$ cat src/rtl/dmrs_pkg.sv
package dmrs_pkg;
    localparam int SLOT_SYMS = 14;
    localparam int RB_SCS    = 12;
    localparam int IDX_W     = 4;

    typedef enum logic [0:0] {
        FSM_IDLE = 1'b0,
        FSM_EMIT = 1'b1
    } fsm_e;
endpackage

$ cat src/rtl/dmrs_pos_rom.sv
module dmrs_pos_rom #(
    parameter int NSYM  = dmrs_pkg::SLOT_SYMS,
    parameter int DUR_W = dmrs_pkg::IDX_W + 1
) (
    input  logic             map_b,
    input  logic             two_front,
    input  logic [1:0]       add_pos,
    input  logic [DUR_W-1:0] dur,
    output logic [NSYM-1:0]  extra,
    output logic             hit
);
    always_comb begin
        extra = '0;
        hit   = 1'b0;
        if (!two_front) begin
            if (!map_b) begin
                if (dur >= DUR_W'(8) && dur <= DUR_W'(14)) begin
                    hit = 1'b1;
                    if (add_pos != 2'd0) begin
                        if (dur <= DUR_W'(9)) begin
                            extra[7] = 1'b1;
                        end else if (dur <= DUR_W'(11)) begin
                            extra[9] = 1'b1;
                            if (add_pos >= 2'd2) extra[6] = 1'b1;
                        end else if (dur == DUR_W'(12)) begin
                            if (add_pos == 2'd1) begin
                                extra[9] = 1'b1;
                            end else if (add_pos == 2'd2) begin
                                extra[6] = 1'b1;
                                extra[9] = 1'b1;
                            end else begin
                                extra[5]  = 1'b1;
                                extra[8]  = 1'b1;
                                extra[11] = 1'b1;
                            end
                        end else begin
                            if (add_pos == 2'd1) begin
                                extra[11] = 1'b1;
                            end else if (add_pos == 2'd2) begin
                                extra[7]  = 1'b1;
                                extra[11] = 1'b1;
                            end else begin
                                extra[5]  = 1'b1;
                                extra[8]  = 1'b1;
                                extra[11] = 1'b1;
                            end
                        end
                    end
                end
            end else begin
                if (dur >= DUR_W'(2) && dur <= DUR_W'(7)) begin
                    hit = 1'b1;
                    if (dur >= DUR_W'(5) && add_pos != 2'd0) extra[4] = 1'b1;
                end
            end
        end else begin
            if (!map_b) begin
                if (dur >= DUR_W'(10) && dur <= DUR_W'(14) && add_pos <= 2'd1) begin
                    hit = 1'b1;
                    if (add_pos == 2'd1) begin
                        if (dur <= DUR_W'(12)) extra[8]  = 1'b1;
                        else                   extra[10] = 1'b1;
                    end
                end
            end else begin
                if (dur >= DUR_W'(5) && dur <= DUR_W'(7) && add_pos == 2'd0) hit = 1'b1;
            end
        end
    end
endmodule

$ cat src/rtl/dmrs_sym_builder.sv
module dmrs_sym_builder #(
    parameter int NSYM  = dmrs_pkg::SLOT_SYMS,
    parameter int IDX_W = dmrs_pkg::IDX_W
) (
    input  logic             map_b,
    input  logic             pos3_sel,
    input  logic             two_front,
    input  logic [IDX_W-1:0] alloc_start,
    input  logic [NSYM-1:0]  extra,
    output logic [NSYM-1:0]  sym
);
    logic [NSYM-1:0] base;
    logic [NSYM-1:0] placed;

    always_comb begin
        base = extra;
        if (map_b)         base[0] = 1'b1;
        else if (pos3_sel) base[3] = 1'b1;
        else               base[2] = 1'b1;
        placed = map_b ? (base << alloc_start) : base;
        sym    = two_front ? (placed | (placed << 1)) : placed;
    end
endmodule

$ cat src/rtl/dmrs_sc_builder.sv
module dmrs_sc_builder #(
    parameter int NSC = dmrs_pkg::RB_SCS
) (
    input  logic           cfg_type2,
    input  logic [1:0]     cdm_free,
    output logic [NSC-1:0] sc
);
    localparam int T1_GROUPS = NSC / 4;
    localparam int T2_GROUPS = NSC / 6;

    always_comb begin
        sc = '0;
        if (!cfg_type2) begin
            for (int n = 0; n < T1_GROUPS; n++) begin
                for (int kp = 0; kp < 2; kp++) begin
                    sc[4*n + 2*kp] = 1'b1;
                    if (cdm_free >= 2'd2) sc[4*n + 2*kp + 1] = 1'b1;
                end
            end
        end else begin
            for (int n = 0; n < T2_GROUPS; n++) begin
                for (int kp = 0; kp < 2; kp++) begin
                    sc[6*n + kp] = 1'b1;
                    if (cdm_free >= 2'd2) sc[6*n + kp + 2] = 1'b1;
                    if (cdm_free == 2'd3) sc[6*n + kp + 4] = 1'b1;
                end
            end
        end
    end
endmodule

$ cat src/rtl/dmrs_pattern_gen.sv
module dmrs_pattern_gen
    import dmrs_pkg::*;
#(
    parameter int NSYM  = SLOT_SYMS,
    parameter int NSC   = RB_SCS,
    parameter int IDX_W = dmrs_pkg::IDX_W
) (
    input  logic             clk,
    input  logic             rst_n,
    input  logic             start,
    input  logic             cfg_type2,
    input  logic             map_b,
    input  logic [IDX_W-1:0] alloc_start,
    input  logic [IDX_W-1:0] alloc_len,
    input  logic             pos3_sel,
    input  logic             two_front,
    input  logic [1:0]       add_pos,
    input  logic [1:0]       cdm_free,
    output logic             done,
    output logic             err,
    output logic [NSYM-1:0]  sym_mask,
    output logic [NSC-1:0]   sc_mask
);
    localparam int DUR_W = IDX_W + 1;

    fsm_e            state_q, state_n;
    logic [DUR_W-1:0] span;
    logic [DUR_W-1:0] dur;
    logic [NSYM-1:0]  extra;
    logic             rom_hit;
    logic [NSYM-1:0]  sym_c;
    logic [NSC-1:0]   sc_c;
    logic             bad_c;

    assign span  = DUR_W'(alloc_start) + DUR_W'(alloc_len);
    assign dur   = map_b ? DUR_W'(alloc_len) : span;
    assign bad_c = !rom_hit || (cdm_free == 2'd0) || (span > DUR_W'(NSYM));

    dmrs_pos_rom #(.NSYM(NSYM), .DUR_W(DUR_W)) u_rom (
        .map_b     (map_b),
        .two_front (two_front),
        .add_pos   (add_pos),
        .dur       (dur),
        .extra     (extra),
        .hit       (rom_hit)
    );

    dmrs_sym_builder #(.NSYM(NSYM), .IDX_W(IDX_W)) u_sym (
        .map_b       (map_b),
        .pos3_sel    (pos3_sel),
        .two_front   (two_front),
        .alloc_start (alloc_start),
        .extra       (extra),
        .sym         (sym_c)
    );

    dmrs_sc_builder #(.NSC(NSC)) u_sc (
        .cfg_type2 (cfg_type2),
        .cdm_free  (cdm_free),
        .sc        (sc_c)
    );

    // Next-state: ACCEPT, REARM, RETIRE
    always_comb begin
        state_n = state_q;
        unique case (state_q)
            FSM_IDLE: state_n = start ? FSM_EMIT : FSM_IDLE;
            FSM_EMIT: state_n = start ? FSM_EMIT : FSM_IDLE;
        endcase
    end

    always_ff @(posedge clk or negedge rst_n) begin
        if (!rst_n) state_q <= FSM_IDLE;
        else        state_q <= state_n;
    end

    always_ff @(posedge clk or negedge rst_n) begin
        if (!rst_n) begin
            err      <= 1'b0;
            sym_mask <= '0;
            sc_mask  <= '0;
        end else if (start) begin
            err      <= bad_c;
            sym_mask <= bad_c ? '0 : sym_c;
            sc_mask  <= bad_c ? '0 : sc_c;
        end
    end

    assign done = (state_q == FSM_EMIT);
endmodule

$ cat config.mk
export PLATFORM = sky130hd
export DESIGN_NAME = dmrs_pattern_gen
export DESIGN_NICKNAME = d
export VERILOG_FILES = /design/src/rtl/dmrs_pkg.sv /design/src/rtl/dmrs_pos_rom.sv /design/src/rtl/dmrs_sym_builder.sv /design/src/rtl/dmrs_sc_builder.sv /design/src/rtl/dmrs_pattern_gen.sv
export SDC_FILE = /design/constraint.sdc
export NUM_CORES = 1
export LEC_CHECK = 0
export BUFFER_PORTS_ARGS = -buffer_cell sky130_fd_sc_hd__buf_4
export CAP_MARGIN = 20
export CORE_MARGIN = 5
export CORE_UTILIZATION = 50
export DETAILED_ROUTE_END_ITERATION = 16
export PLACE_DENSITY = 0.84
export SLEW_MARGIN = 0
export SYNTH_ARGS = -nofsm -noshare
export SYNTH_HDL_FRONTEND = slang
export SYNTH_SLANG_ARGS = --single-unit
$ cat constraint.sdc
create_clock -name clk -period 0.8 [get_ports clk]
set_clock_uncertainty 0.1 [all_clocks]
set_input_delay 0.04 -clock clk [delete_from_list [all_inputs] [get_ports clk]]
set_output_delay 0.04 -clock clk [all_outputs]
set_load 0.02 [all_outputs]
==> results of run 1 <==
stage by stage:
step	hold WS, ns	util, %
2_1_floorplan	-0.356	-
3_3_place_gp	-0.164	77.6
3_5_place_dp	-0.159	77.6
4_1_cts	-0.0735	89.4
cells by family after synthesis:
| logic type | after synthesis | synth area share, % |
|---|---|---|
| compound gates | 102 | 35.8 |
| simple gates | 98 | 24.0 |
| xor+xnor | 3 | 1.58 |
| flops | 22 | 25.7 |
| fa+ha+maj | 9 | 5.61 |
| buf+inv | 32 | 6.84 |
| mux | 1 | 0.468 |
repair_timing:
item / CTS
hold buffers: 1
pin swaps: 22
buffers inserted: 17
endpoints found under the hold margin: 25
gates resized for setup: 64
endpoints found under the setup margin: 49
per-layer routing:
| layer | GRT usage (%) | GRT overflow |
|---|---|---|
| met5 | 5.56 | 0 |
| met4 | 57.9 | 2 |
| met3 | 43.9 | 0 |
| met2 | 81.9 | 3 |
| met1 | 66.2 | 0 |
synthesized netlist by cell type (4+ instances only):
cell type	number
sky130_fd_sc_hd__inv_1	9
sky130_fd_sc_hd__nor2_1	22
sky130_fd_sc_hd__ha_1	8
sky130_fd_sc_hd__nor3_1	8
sky130_fd_sc_hd__dfrtp_1	22
sky130_fd_sc_hd__o221ai_1	4
sky130_fd_sc_hd__nor3b_1	4
sky130_fd_sc_hd__nand4_1	5
sky130_fd_sc_hd__a21oi_1	17
sky130_fd_sc_hd__o211ai_1	7
sky130_fd_sc_hd__o31ai_1	5
sky130_fd_sc_hd__a31oi_1	5
sky130_fd_sc_hd__nand2_1	25
sky130_fd_sc_hd__nand3_1	14
sky130_fd_sc_hd__buf_4	6
sky130_fd_sc_hd__a21o_1	4
sky130_fd_sc_hd__o22ai_1	5
sky130_fd_sc_hd__o21ai_0	11
sky130_fd_sc_hd__o2bb2ai_1	10
sky130_fd_sc_hd__clkbuf_1	9
==> impl_results.md, run 1 <==
- TritonCTS Buffers: 3
- Share of the synthesized area in the top cell type: 25.7%
- Placer's final routability congestion estimate: 1.04
- Standard cell area after detailed placement: 0.00317 mm2
- Number of placed instances, taps included: 431
- Clock Root Buffer: sky130_fd_sc_hd__clkbuf_8
- Standard-cell row count: 23
- Number of top-level pins: 47
- Number of enable flip-flop cells after synthesis: 0
- DPL Wire Length: 6.11 mm
- Clock buffer depth: 2
- Number of synthesized register bits: 22
- H-tree lvl count: 1
- Post-synthesis average cell area: 8.02 um2
- Last reported worst endpoint of the global-route repair pass: sym_mask[8]$_DFFE_PN0P_/D
- Ys Warns: 0
- Worst setup timing slack at the placement stage: -2.12 ns
- Type of pin the worst path ends at: register data pin
- Netlist cell types: 65
- Run status: did not finish
- Nets in the synthesized netlist: 295
- Most used DFF post-synth: sky130_fd_sc_hd__dfrtp_1
- Cell area after synthesis: 0.00214 mm2
- Synthesized instance count: 267
- Initial Utilization: 52.4%
- Last stage the flow got to: 5_1_grt
- Die Ht: 75.4 um
- Count of input and output buffers: 46
- Aggregate global-route resource usage: around 63%
- Total number of clock tree sinks: 22
- Maximum number of pins on one net before global-route repair: 24
- Error message: [ERROR GRT-0232] Routing congestion too high. Check the congestion heatmap in the GUI.
- Register area share after synthesis: 25.7%
- Async set or reset register ratio after synthesis: 100%
- Area contributors post-synth: sky130_fd_sc_hd__dfrtp_1 (26%), sky130_fd_sc_hd__ha_1 (4.7%), sky130_fd_sc_hd__nand2_1 (4.4%)
- Cell taking the most area after synthesis: sky130_fd_sc_hd__dfrtp_1
- Chip Width: 75.4 um
- Global route overflow: 5
==> run 2: changes to the inputs <==
CORE_UTILIZATION = 37   (was 50)
PLACE_DENSITY = unset   (was 0.84)
PLACE_DENSITY_LB_ADDON = 0.15   (was unset)
clock period = 1 ns   (was 0.8 ns; I/O delays follow)
==> impl_results.md, run 2 <==
- Run status: complete, but fails checks
- Violations in the final reports: negative setup slack
- Top layer in use: met4
- DPL Wire Length: approximately 6.3 mm
- Cell taking the most area after synthesis: sky130_fd_sc_hd__dfrtp_1
- Worst Hold Depth: 3
- Count of input and output buffers: 46
- Number of top-level pins: 47
- Setup Total Neg Slack: -27.86 ns
- Number of vias in the routed layout: roughly 2600
- Critical path arrival: 2.50 ns
- Relative contribution of the clock network to total power: about a quarter
- Cell with the most instances after synthesis: sky130_fd_sc_hd__nand2_1
- Synthesized instance count: 267
- Netlist cell types: between 60 and 70
- TritonCTS Buffers: 3
- Post-layout instance area: 0.00366 mm2
- Number of placed instances, taps included: 456
- Maximum number of pins on one net before global-route repair: 24
- WL met2: 3.75 mm
- Worst setup timing slack at the placement stage: -1.83 ns
- Number of enable flip-flop cells after synthesis: 0
- P per Cell Area: about 930 mW/mm2
- Setup ws final: -1.43 ns
- Average wire per standard cell: 16.8 um
- Async set or reset register ratio after synthesis: 100%
- Final standard cell count with taps included and fillers excluded: ~470
- Aggregate global-route resource usage: 21.5%
- Most frequent standard cell in the layout excluding fill and tap cells: sky130_fd_sc_hd__buf_4
- Setup repair after global routing missed its margin: true
- Cell type of the slowest stage on the worst timing path: sky130_fd_sc_hd__or4b_4
- Global route overflow: 0
- Transition time at the pin with the least slew margin: 0.412 ns
- Final critical path time including I/O delays and setup: 2.43 ns
- Delay of the slowest critical-path stage: 0.53 ns
- Standard-cell row count: 27
- Sequential share of power: 28.6%
- Top cells by count, synth: sky130_fd_sc_hd__nand2_1 (25), sky130_fd_sc_hd__dfrtp_1 (22), sky130_fd_sc_hd__nor2_1 (22), sky130_fd_sc_hd__a21oi_1 (17), sky130_fd_sc_hd__nand3_1 (14)
- Post-detailed-route DRC marker count: 0
- Class of the most critical hold timing path: in -> reg
- First-pass GRT wire length: 13.0 mm
- Initial Utilization: 38.4%
- Internal Pwr Total: around 2.2 mW
- Final antenna diode count: 0
- Antenna violation net count after detailed routing: 0
- Category of the worst setup path capture point: register
- Via density per instance: between 5 and 6
- Number of synthesized register bits: 22
- Overall Power: about 3.4 mW
- Area contributors post-synth: sky130_fd_sc_hd__dfrtp_1 (26%), sky130_fd_sc_hd__ha_1 (4.7%), sky130_fd_sc_hd__nand2_1 (4.4%)
- Highest clock frequency the design can meet: 411 MHz
- Maximum fanout along the worst path: 4
- Worst Setup Path Type: in -> reg
- Antenna violations before repair: 0
- Worst-case hold slack: 0.0425 ns
- Number of flip-flops in the largest register: 14
- Worst path top cell family by delay: simple AND/OR/NAND/NOR gates
- Die Ht: 86.1 um
- Fraction of layout instances using a drive strength above 1: 47.5%
- CP cell instances: buf_8 > ha_4 > fa_2 > xnor2_4 > o21ai_1 > or4b_4 > buf_4 > nor3_4 > o311a_1 > o22ai_1 > o311ai_1
- Max-slew headroom at the worst pin: approximately 72%
- Worst Reg-to-Reg Cells: 1
- Cell area after synthesis: 0.00214 mm2
- Clock-pin slew on the worst setup and hold paths: 0.09 ns
- Final count of hold timing violations: 0
- Max-cap violations: 0
- CTS tree: yes
- Vias in the first global route: 2577
- Logic depth of the worst setup path including buffers: 11
- Total wire length: roughly 8.0 mm
- Final setup fails: 21
- Total number of clock tree sinks: 22
- Number of nets in the layout: 429
- First drt pass iteration count: 4
- Share of the synthesized area in the top cell type: 25.7%
- Nets in the synthesized netlist: a little under 300
- Largest register by flop count: sym_mask
- Number of max-slew violations in the final report: 0
- Switch share: 34.3%
- Routed met1 length: around 3.7 mm
- Combinational share of power: about 47%
- Area growth from synthesis to layout: 70.8%
- Top library cells by usage in the layout, fill and taps aside: sky130_fd_sc_hd__buf_4 (123), sky130_fd_sc_hd__nand2_1 (25), sky130_fd_sc_hd__dfrtp_1 (22), sky130_fd_sc_hd__nor2_1 (20), sky130_fd_sc_hd__buf_6 (19)
- Chip Width: 86.1 um
- Crit path buffers/inverters: 2
- Clock latency reported for the late side of the worst-skew pair: 0.26 ns
- Ys Warns: 0
- Clock buffer depth: 2
- Critical path startpoint category: input pin
- Clock Root Buffer: sky130_fd_sc_hd__clkbuf_8
- Tcrit/Tclk final: 243%
- Worst VDD drop: 622 uV
- Largest registers: sym_mask x14, sc_mask x6
- Placer's final routability congestion estimate: 0.993
- H-tree lvl count: 1
- Switching Power: between 1 and 1.5 mW
- Static leakage: 1.65 nW
- Standard cell area after detailed placement: roughly 0.0032 mm2
- Met3 wire len: 435 um
- Register area share after synthesis: 25.7%
- Most used DFF post-synth: sky130_fd_sc_hd__dfrtp_1
- Detailed router's first-iteration violation count: 146
- Post-synthesis average cell area: 8.02 um2
- Final design utilization: 65.6%
- Die area: 0.00741 mm2
- Data required time of the worst path: 1.06 ns
- Core ar.: 0.00557 mm2
run 2: cell counts after synthesis:
No cell type changed its count.
run 2: worst min-delay path: stages:
cell and delay (ns):
sky130_fd_sc_hd__buf_4 0.08, sky130_fd_sc_hd__buf_4 0.12, sky130_fd_sc_hd__o221ai_1 0.12
run 2: kinds of logic after synthesis:
logic type,share of synthesized area [%]
mux,0.468
fa+ha+maj,5.61
xor+xnor,1.58
compound gates,35.8
flops,25.7
buf+inv,6.84
simple gates,24.0
run 2: routing by layer:
| metal | GRT usage, % | up-vias |
|---|---|---|
| met5 | 0 | - |
| met4 | 4.17 | 0 |
| met3 | 2.59 | 9 |
| met2 | 33.7 | 89 |
| met1 | 31.7 | 1256 |
| li1 | - | 1290 |
run 2: power by group through the flow:
stage / combinational, mW / sequential, mW / clock (mW)
detailed placement: 1.40 / 0.983 / 0
finish: 1.59 / 0.972 / 0.842
global route: 1.71 / 0.980 / 0.888
floorplan: 0.653 / 1.04 / 0
CTS: 1.47 / 0.966 / 0.856
global placement: 1.38 / 0.981 / 0
run 2: what timing repair did:
| item | CTS | global route |
|---|---|---|
| resized for setup | 19 | 34 |
| pin swaps | 13 | 10 |
| hold buffers | 3 | 0 |
| setup buffers | 1 | 8 |
| setup endpoints to repair | 23 | 38 |
| endpoints found under the hold margin | 27 | 0 |
run 2: final cells by class:
type | count | area (um2)
clock buffer | 3 | 41.3
clock inverter | 1 | 30.0
fill | 496 | 1920
inverter | 13 | 51.3
multi-input combinational | 213 | 1670
sequential | 22 | 551
tap | 72 | 90.1
timing repair buffer | 148 | 1220
run 2: worst paths after layout:
| kind | start | to | slack, ns |
|---|---|---|---|
| worst max-delay path | alloc_start[0] | sym_mask[11] | -1.43 |
| worst min-delay path | start | sym_mask[12] | 0.04 |
| worst max register to register | sym_mask[7] | sym_mask[7] | 0.07 |
| worst min register to register | sym_mask[5] | sym_mask[5] | 0.40 |
| max in group asynchronous | rst_n | sym_mask[11] | 0.46 |
| min in group asynchronous | rst_n | sc_mask[9] | 0.10 |
Note: power is estimated with default switching activity, not from simulation.
